## src/rtl/wq_pkg.sv

```systemverilog
package wq_pkg;
  localparam int FLIT_W     = 64;
  localparam int WORD_W     = 32;
  localparam int SLOT_FLITS = 16;
  localparam int PAY_FLITS  = SLOT_FLITS - 2;
  localparam int FLIT_IDX_W = $clog2(SLOT_FLITS);
  localparam int PTR_W      = 32;

  localparam logic [1:0] LANE_BOTH = 2'b11;
  localparam logic [1:0] LANE_HI   = 2'b10;
  localparam logic [1:0] LANE_LO   = 2'b01;

  typedef enum logic [2:0] {
    ST_IDLE,
    ST_PAY,
    ST_GEN,
    ST_HDR_A,
    ST_HDR_B,
    ST_RING
  } seq_state_t;
endpackage

```

## src/rtl/wq_ring_ctrl.sv

```systemverilog
module wq_ring_ctrl
  import wq_pkg::*;
#(
  parameter int SIZE_LOG2 = 3
) (
  input  logic                 clk,
  input  logic                 rst,
  input  logic                 step,
  input  logic [PTR_W-1:0]     rd_ptr,
  output logic [PTR_W-1:0]     wr_ptr,
  output logic [SIZE_LOG2-1:0] slot,
  output logic                 gen,
  output logic                 full
);
  localparam logic [PTR_W-1:0] DEPTH = PTR_W'(1) << SIZE_LOG2;

  logic [PTR_W-1:0] occ;

  always_ff @(posedge clk) begin
    if (rst) wr_ptr <= '0;
    else if (step) wr_ptr <= wr_ptr + PTR_W'(1);
  end

  always_comb begin
    occ  = wr_ptr - rd_ptr;
    full = ((occ >> SIZE_LOG2) != '0) && (wr_ptr != rd_ptr);
    slot = wr_ptr[SIZE_LOG2-1:0];
    gen  = ~wr_ptr[SIZE_LOG2];
  end


  depth_bound_chk: assert property (@(posedge clk) disable iff (rst)
    (wr_ptr - rd_ptr) <= DEPTH);


  ptr_step_chk: assert property (@(posedge clk) disable iff (rst)
    (wr_ptr != $past(wr_ptr)) |-> (wr_ptr == $past(wr_ptr) + PTR_W'(1)));
endmodule

```

## src/rtl/wq_hdr_fmt.sv

```systemverilog
module wq_hdr_fmt
  import wq_pkg::*;
#(
  parameter int OP_W   = 8,
  parameter int FLAG_W = 14,
  parameter int TID_W  = 20,
  parameter int LEN_W  = 8
) (
  input  logic [OP_W-1:0]   op,
  input  logic [FLAG_W-1:0] flags,
  input  logic [TID_W-1:0]  tid,
  input  logic [LEN_W-1:0]  len,
  input  logic              gen,
  output logic [WORD_W-1:0] word_a,
  output logic [WORD_W-1:0] word_b
);
  localparam int OP_POS   = 24;
  localparam int EDGE_POS = 22;
  localparam int FLAG_POS = 8;
  localparam int TID_POS  = 8;
  localparam int GEN_POS  = 31;

  always_comb begin
    word_a = (WORD_W'(op) << OP_POS)
           | (WORD_W'(2'b11) << EDGE_POS)
           | (WORD_W'(flags) << FLAG_POS);
    word_b = (WORD_W'(gen) << GEN_POS)
           | (WORD_W'(tid) << TID_POS)
           | WORD_W'(len);
  end
endmodule

```

## src/rtl/wq_slot_seq.sv

```systemverilog
module wq_slot_seq
  import wq_pkg::*;
#(
  parameter int          SIZE_LOG2 = 3,
  parameter int          OP_W      = 8,
  parameter int          FLAG_W    = 14,
  parameter int          TID_W     = 20,
  parameter int          LEN_W     = 8,
  parameter logic [30:0] QUEUE_ID  = 31'h5
) (
  input  logic                    clk,
  input  logic                    rst,
  input  logic                    start,
  input  logic [OP_W-1:0]         op,
  input  logic [FLAG_W-1:0]       flags,
  input  logic [TID_W-1:0]        tid,
  input  logic [LEN_W-1:0]        len,
  input  logic [PAY_FLITS*FLIT_W-1:0] payload,
  input  logic [SIZE_LOG2-1:0]    slot_in,
  input  logic                    gen_in,
  output logic                    busy,
  output logic                    step,
  output logic                    mem_we,
  output logic [SIZE_LOG2-1:0]    mem_slot,
  output logic [FLIT_IDX_W-1:0]   mem_flit,
  output logic [1:0]              mem_lane,
  output logic [FLIT_W-1:0]       mem_wdata,
  output logic                    db_we,
  output logic [WORD_W-1:0]       db_wdata
);
  localparam int                 PAY_W   = PAY_FLITS * FLIT_W;
  localparam logic [WORD_W-1:0]  DB_WORD = {1'b1, QUEUE_ID};
  localparam logic [FLIT_IDX_W-1:0] LAST_PAY = FLIT_IDX_W'(PAY_FLITS);
  localparam logic [FLIT_IDX_W-1:0] GEN_FLIT = FLIT_IDX_W'(SLOT_FLITS - 1);

  seq_state_t state;
  logic [FLIT_IDX_W-1:0] cnt;

  logic [OP_W-1:0]      op_q;
  logic [FLAG_W-1:0]    flags_q;
  logic [TID_W-1:0]     tid_q;
  logic [LEN_W-1:0]     len_q;
  logic [PAY_W-1:0]     pay_q;
  logic [SIZE_LOG2-1:0] slot_q;
  logic                 gen_q;
  logic [WORD_W-1:0]    word_a;
  logic [WORD_W-1:0]    word_b;

  wq_hdr_fmt #(
    .OP_W(OP_W), .FLAG_W(FLAG_W), .TID_W(TID_W), .LEN_W(LEN_W)
  ) hdr_i (
    .op(op_q), .flags(flags_q), .tid(tid_q), .len(len_q), .gen(gen_q),
    .word_a(word_a), .word_b(word_b)
  );

  assign busy = (state != ST_IDLE);
  assign step = (state == ST_RING);

  // request capture: data path, no reset needed
  always_ff @(posedge clk) begin
    if (start && state == ST_IDLE) begin
      op_q    <= op;
      flags_q <= flags;
      tid_q   <= tid;
      len_q   <= len;
      pay_q   <= payload;
      slot_q  <= slot_in;
      gen_q   <= gen_in;
    end
  end

  always_ff @(posedge clk) begin
    if (rst) begin
      state     <= ST_IDLE;
      cnt       <= '0;
      mem_we    <= 1'b0;
      mem_slot  <= '0;
      mem_flit  <= '0;
      mem_lane  <= '0;
      mem_wdata <= '0;
      db_we     <= 1'b0;
      db_wdata  <= '0;
    end else begin
      mem_we <= 1'b0;
      db_we  <= 1'b0;
      unique case (state)
        ST_IDLE: begin
          if (start) begin
            state <= ST_PAY;
            cnt   <= FLIT_IDX_W'(1);
          end
        end
        ST_PAY: begin
          mem_we    <= 1'b1;
          mem_slot  <= slot_q;
          mem_flit  <= cnt;
          mem_lane  <= LANE_BOTH;
          mem_wdata <= pay_q[(int'(cnt) - 1) * FLIT_W +: FLIT_W];
          if (cnt == LAST_PAY) state <= ST_GEN;
          else cnt <= cnt + FLIT_IDX_W'(1);
        end
        ST_GEN: begin
          mem_we    <= 1'b1;
          mem_slot  <= slot_q;
          mem_flit  <= GEN_FLIT;
          mem_lane  <= LANE_BOTH;
          mem_wdata <= FLIT_W'(gen_q);
          state     <= ST_HDR_A;
        end
        ST_HDR_A: begin
          mem_we    <= 1'b1;
          mem_slot  <= slot_q;
          mem_flit  <= '0;
          mem_lane  <= LANE_HI;
          mem_wdata <= {word_a, {WORD_W{1'b0}}};
          state     <= ST_HDR_B;
        end
        ST_HDR_B: begin
          mem_we    <= 1'b1;
          mem_slot  <= slot_q;
          mem_flit  <= '0;
          mem_lane  <= LANE_LO;
          mem_wdata <= {{WORD_W{1'b0}}, word_b};
          state     <= ST_RING;
        end
        ST_RING: begin
          db_we    <= 1'b1;
          db_wdata <= DB_WORD;
          state    <= ST_IDLE;
        end
        default: state <= ST_IDLE;
      endcase
    end
  end

  logic hdra_wr, hdrb_wr, gen_wr;
  assign hdra_wr = mem_we && (mem_flit == '0) && (mem_lane == LANE_HI);
  assign hdrb_wr = mem_we && (mem_flit == '0) && (mem_lane == LANE_LO);
  assign gen_wr  = mem_we && (mem_flit == GEN_FLIT);


  hdr_order_chk: assert property (@(posedge clk) disable iff (rst)
    hdrb_wr |-> $past(hdra_wr));


  strobe_excl_chk: assert property (@(posedge clk) disable iff (rst)
    !(mem_we && db_we));


  gen_twice_chk: assert property (@(posedge clk) disable iff (rst)
    hdrb_wr |-> ($past(gen_wr, 2) && (mem_wdata[31] == $past(mem_wdata[0], 2))));


  db_after_hdr_chk: assert property (@(posedge clk) disable iff (rst)
    db_we |-> $past(hdrb_wr));
endmodule

```

## src/rtl/wq_producer.sv

```systemverilog
module wq_producer
  import wq_pkg::*;
#(
  parameter int          SIZE_LOG2 = 3,
  parameter int          OP_W      = 8,
  parameter int          FLAG_W    = 14,
  parameter int          TID_W     = 20,
  parameter int          LEN_W     = 8,
  parameter logic [30:0] QUEUE_ID  = 31'h5
) (
  input  logic                        clk,
  input  logic                        rst,
  input  logic                        req_valid,
  output logic                        req_ready,
  input  logic [OP_W-1:0]             req_op,
  input  logic [FLAG_W-1:0]           req_flags,
  input  logic [TID_W-1:0]            req_tid,
  input  logic [LEN_W-1:0]            req_len,
  input  logic [PAY_FLITS*FLIT_W-1:0] req_payload,
  input  logic [PTR_W-1:0]            rd_ptr,
  output logic                        mem_we,
  output logic [SIZE_LOG2-1:0]        mem_slot,
  output logic [FLIT_IDX_W-1:0]       mem_flit,
  output logic [1:0]                  mem_lane,
  output logic [FLIT_W-1:0]           mem_wdata,
  output logic                        db_we,
  output logic [WORD_W-1:0]           db_wdata,
  output logic [PTR_W-1:0]            wr_ptr
);
  logic                 full;
  logic                 busy;
  logic                 step;
  logic                 gen;
  logic [SIZE_LOG2-1:0] slot;
  logic                 accept;

  assign req_ready = !busy && !full;
  assign accept    = req_valid && req_ready;

  wq_ring_ctrl #(.SIZE_LOG2(SIZE_LOG2)) ring_i (
    .clk(clk), .rst(rst), .step(step), .rd_ptr(rd_ptr),
    .wr_ptr(wr_ptr), .slot(slot), .gen(gen), .full(full)
  );

  wq_slot_seq #(
    .SIZE_LOG2(SIZE_LOG2), .OP_W(OP_W), .FLAG_W(FLAG_W),
    .TID_W(TID_W), .LEN_W(LEN_W), .QUEUE_ID(QUEUE_ID)
  ) seq_i (
    .clk(clk), .rst(rst), .start(accept),
    .op(req_op), .flags(req_flags), .tid(req_tid), .len(req_len),
    .payload(req_payload), .slot_in(slot), .gen_in(gen),
    .busy(busy), .step(step),
    .mem_we(mem_we), .mem_slot(mem_slot), .mem_flit(mem_flit),
    .mem_lane(mem_lane), .mem_wdata(mem_wdata),
    .db_we(db_we), .db_wdata(db_wdata)
  );


  busy_hold_chk: assert property (@(posedge clk) disable iff (rst)
    accept |=> !req_ready);
endmodule

```

## config.mk

```make
export PLATFORM = sky130hd
export DESIGN_NAME = wq_producer
export DESIGN_NICKNAME = d
export VERILOG_FILES = /design/src/rtl/wq_pkg.sv /design/src/rtl/wq_ring_ctrl.sv /design/src/rtl/wq_hdr_fmt.sv /design/src/rtl/wq_slot_seq.sv /design/src/rtl/wq_producer.sv
export SDC_FILE = /design/constraint.sdc
export NUM_CORES = 1
export LEC_CHECK = 0
export ABC_AREA = 1
export BUFFER_PORTS_ARGS = -buffer_cell sky130_fd_sc_hd__clkbuf_2
export CORE_AREA = 2 2 437 439
export DETAILED_ROUTE_END_ITERATION = 16
export DIE_AREA = 0 0 439 441
export SYNTH_ARGS = -nofsm -noshare
export SYNTH_HDL_FRONTEND = slang
export SYNTH_SLANG_ARGS = --single-unit
```

## constraint.sdc

```tcl
create_clock -name clk -period 27.5 [get_ports clk]
set_input_delay 5.5 -clock clk [delete_from_list [all_inputs] [get_ports clk]]
set_output_delay 5.5 -clock clk [all_outputs]
set_load 0.01 [all_outputs]
```

==> results.md <==
- Status: finished, final reports clean
- RePlAce Congestion: 0.946
- Mapped Cells: 3733
- Power density over the cells: 62.2 mW/mm2
- VDD IR max: 59.4 uV
- Crit-path max FO: 5
- Number of flops mapped to enable cells by yosys: 950
- Count of final setup violators: 0
- Syn avg cell area: 11.8 um2
- Tcrit/Tclk final: 48.5%
- Largest net degree at the start of global routing: 161
- CTS buffer count: 118
- Area of the die: 0.194 mm2
- Critical path, cell by cell: clkbuf_2, inv_1, ha_1, nand2_1, inv_1, nand2_1, nand2_1, nand2_1, nand2_1, nand2_1, nand2_1, inv_1, nand2_1, nor2_1, nand3_1, nor3_2, nand3_1, nand2_2, nand2_1, inv_1, clkbuf_2
- Final Slew Violations: 0
- Post-Route WL: 187 mm
- Setup CP Type: in2out
- Yosys Warn Count: 0
- Number of global-route vias before repair: 33098
- DR WL/cell: 25.2 um
- First-pass GRT wire length: 252 mm
- Synth top cells by count: edfxtp_1, nor2_1, nand2_1, o21ai_0, inv_1
- Dpl cell area: 0.0522 mm2
- Final core utilization: 29.8%
- Worst-Margin Slew: 1.39 ns
- Remaining Overflow, GRT: 0
- Slowest cell on the critical path: ha_1
- Largest cells by area after synthesis: edfxtp_1, o21ai_0, dfxtp_1
- Count leader, synth: edfxtp_1
- Synth top area share: 64.6%
- Die width: 439 um
- Layout fillers: 19415
- Relative slew slack: 6.45%
- Post-route insts no fill: 7428
- Root buffer cell: clkbuf_16
- Tightest hold margin: 0.467 ns
- Placed cells: 7158
- Global-route usage over all layers: 18.4%
- Setup crit end kind: primary output
- Later-pin clock latency in the skew report: 0.80 ns
- Cell variety after synth: 52
- Io pins: 1121
- P_leak: 21.2 nW
- HPWL Detailed: 140 mm
- Worst path top cell family by delay: simple AND/OR/NAND/NOR gates
- CORE AREA: 0.189 mm2
- CP peak stage delay: 0.34 ns
- Final min period: 13.33 ns
- NumNets Final: 5783
- Setup tns final: 0 ns
- Cts repair resizes: 0
- Sequential share of the synthesized area: 69.8%
- Post-CTS Setup Bufs: 0
- Max-Cap Viols: 0
- Drt via density: 4.69
- Post-synth design cell area: 0.0442 mm2
- Initial antenna violation count: 82
- Startpoint class of the critical path: primary input
- Main synth FF type: edfxtp_1
- Routed vias: 34813
- Worst clock skew: 0.104 ns
- IO Port Bufs: 1091
- Post-placement worst setup slack: 14.13 ns
- Worst hold path type: reg2reg
- Initial core utilization: 23.3%
- CTS tree: built
- Critical path arrival: 7.83 ns
- Ratio of cells with drive above 1 in the final layout: 28.8%
- Area Overhead vs Synth: 27.7%
- Max Buffers Root-to-Sink: 3
- Synthesized flop and latch total: 1065
- Initial DRC Count: 3905
- Post-synth ARST share: 0%
- Most used cell along the critical path: nand2_1
- Clk slew on worst S/H paths: 0.06 ns
- Placement Rows: 160
- Worst Path Buf+Inv: 6
- Clk sinks: 1065
- Leading area contributor after synthesis: edfxtp_1
- Hold-fix buffers, CTS: 0
- Final Hold Viols: 0
- # DRC: 0
- Worst setup margin: 14.17 ns
- RSZ-0062 raised after global routing: no
- Final Cell Area: 0.0564 mm2
- Final Power: 3.51 mW
- Fmax: 75.0 MHz
- Die Y: 441 um
- 1st-pass router iterations: 9
- H-Tree Depth: 3
- Routed Antenna Nets: 0
- CP required: 22.00 ns
-- cells by family after synthesis --
family | Yosys count | synth area share [%]
fa+ha+maj | 35 | 0.992
buf+inv | 462 | 4.29
simple gates | 1263 | 12.0
xor+xnor | 12 | 0.238
other cells | 1 | 0.00849
flops | 1065 | 69.8
mux | 62 | 1.41
compound gates | 833 | 11.3
-- layer usage --
layer | share of wire, % | up-vias | track usage [%] | routed length, um
met4 | 4.6 | 38 | 8.46 | 8580
met3 | 9.2 | 409 | 4.92 | 17300
li1 | - | 15570 | - | -
met1 | 38 | 16818 | 22.7 | 71200
met5 | 0.14 | - | 0 | 258
met2 | 48 | 1978 | 30.0 | 89800
-- area by class of cell --
cell class | count | area, um2 | share of cell area, %
flip-flops and latches | 1065 | 30800 | 54.7
clock buffers | 143 | 3170 | 5.61
repair buffers | 1134 | 5810 | 10.3
diodes | 44 | 110 | 0.195
well taps | 2511 | 3140 | 5.57
multi-input cells | 2234 | 11600 | 20.6
clock inverters | 83 | 907 | 1.61
inverters | 214 | 828 | 1.47
-- power by group --
part | internal, mW | leakage, nW | switching (mW)
Combinational | 0.0544 | 9.76 | 0.0454
Sequential | 1.76 | 9.46 | 0.00000000137
Clock | 0.942 | 1.99 | 0.709
-- state kept, by name (all words and copies together) (netlist names), 4 cells and up --
signal and flops:
seq_i.mem_wdata 64, seq_i.mem_flit 4, seq_i.cnt 4, seq_i.pay_q 896
seq_i.tid_q 20, ring_i.wr_ptr 32, seq_i.flags_q 14, seq_i.len_q 8
seq_i.op_q 8
-- worst paths after layout --
check / from / end / slack (ns) / depth (start not counted)
min reg2reg: seq_i.mem_lane[0] / seq_i.mem_lane[0] / 0.47 / 2
max reg2reg: ring_i.wr_ptr[3] / seq_i.flags_q[1] / 20.26 / 22
min: seq_i.mem_lane[0] / seq_i.mem_lane[0] / 0.47 / 2
max: rd_ptr[3] / req_ready / 14.17 / 21
-- worst min-delay path, cell delays in order, from the launching register on --
cell     delay, ns
dfxtp_1       0.31
nand2_1       0.06
a21oi_1       0.05
-- layout by cell type (no fill, tap or decap), drive strengths merged, types with 2 or more instances in the layout --
cell / instances
o22ai: 22
a31oi: 52
clkinv: 60
nand2: 504
o21ai: 477
o221ai: 135
diode: 44
conb: 29
o32ai: 33
xor2: 8
nand3b: 6
inv: 222
edfxtp: 950
o21a: 3
nand3: 158
or2: 2
ha: 35
nor2: 540
bufinv: 12
clkbuf: 1233
nor3: 25
dfxtp: 115
a21oi: 81
clkinvlp: 3
buf: 44
and2: 4
o31ai: 24
mux2i: 62
xnor2: 4
nor4: 7
nand4: 15
(Power assumes the default switching activity.)
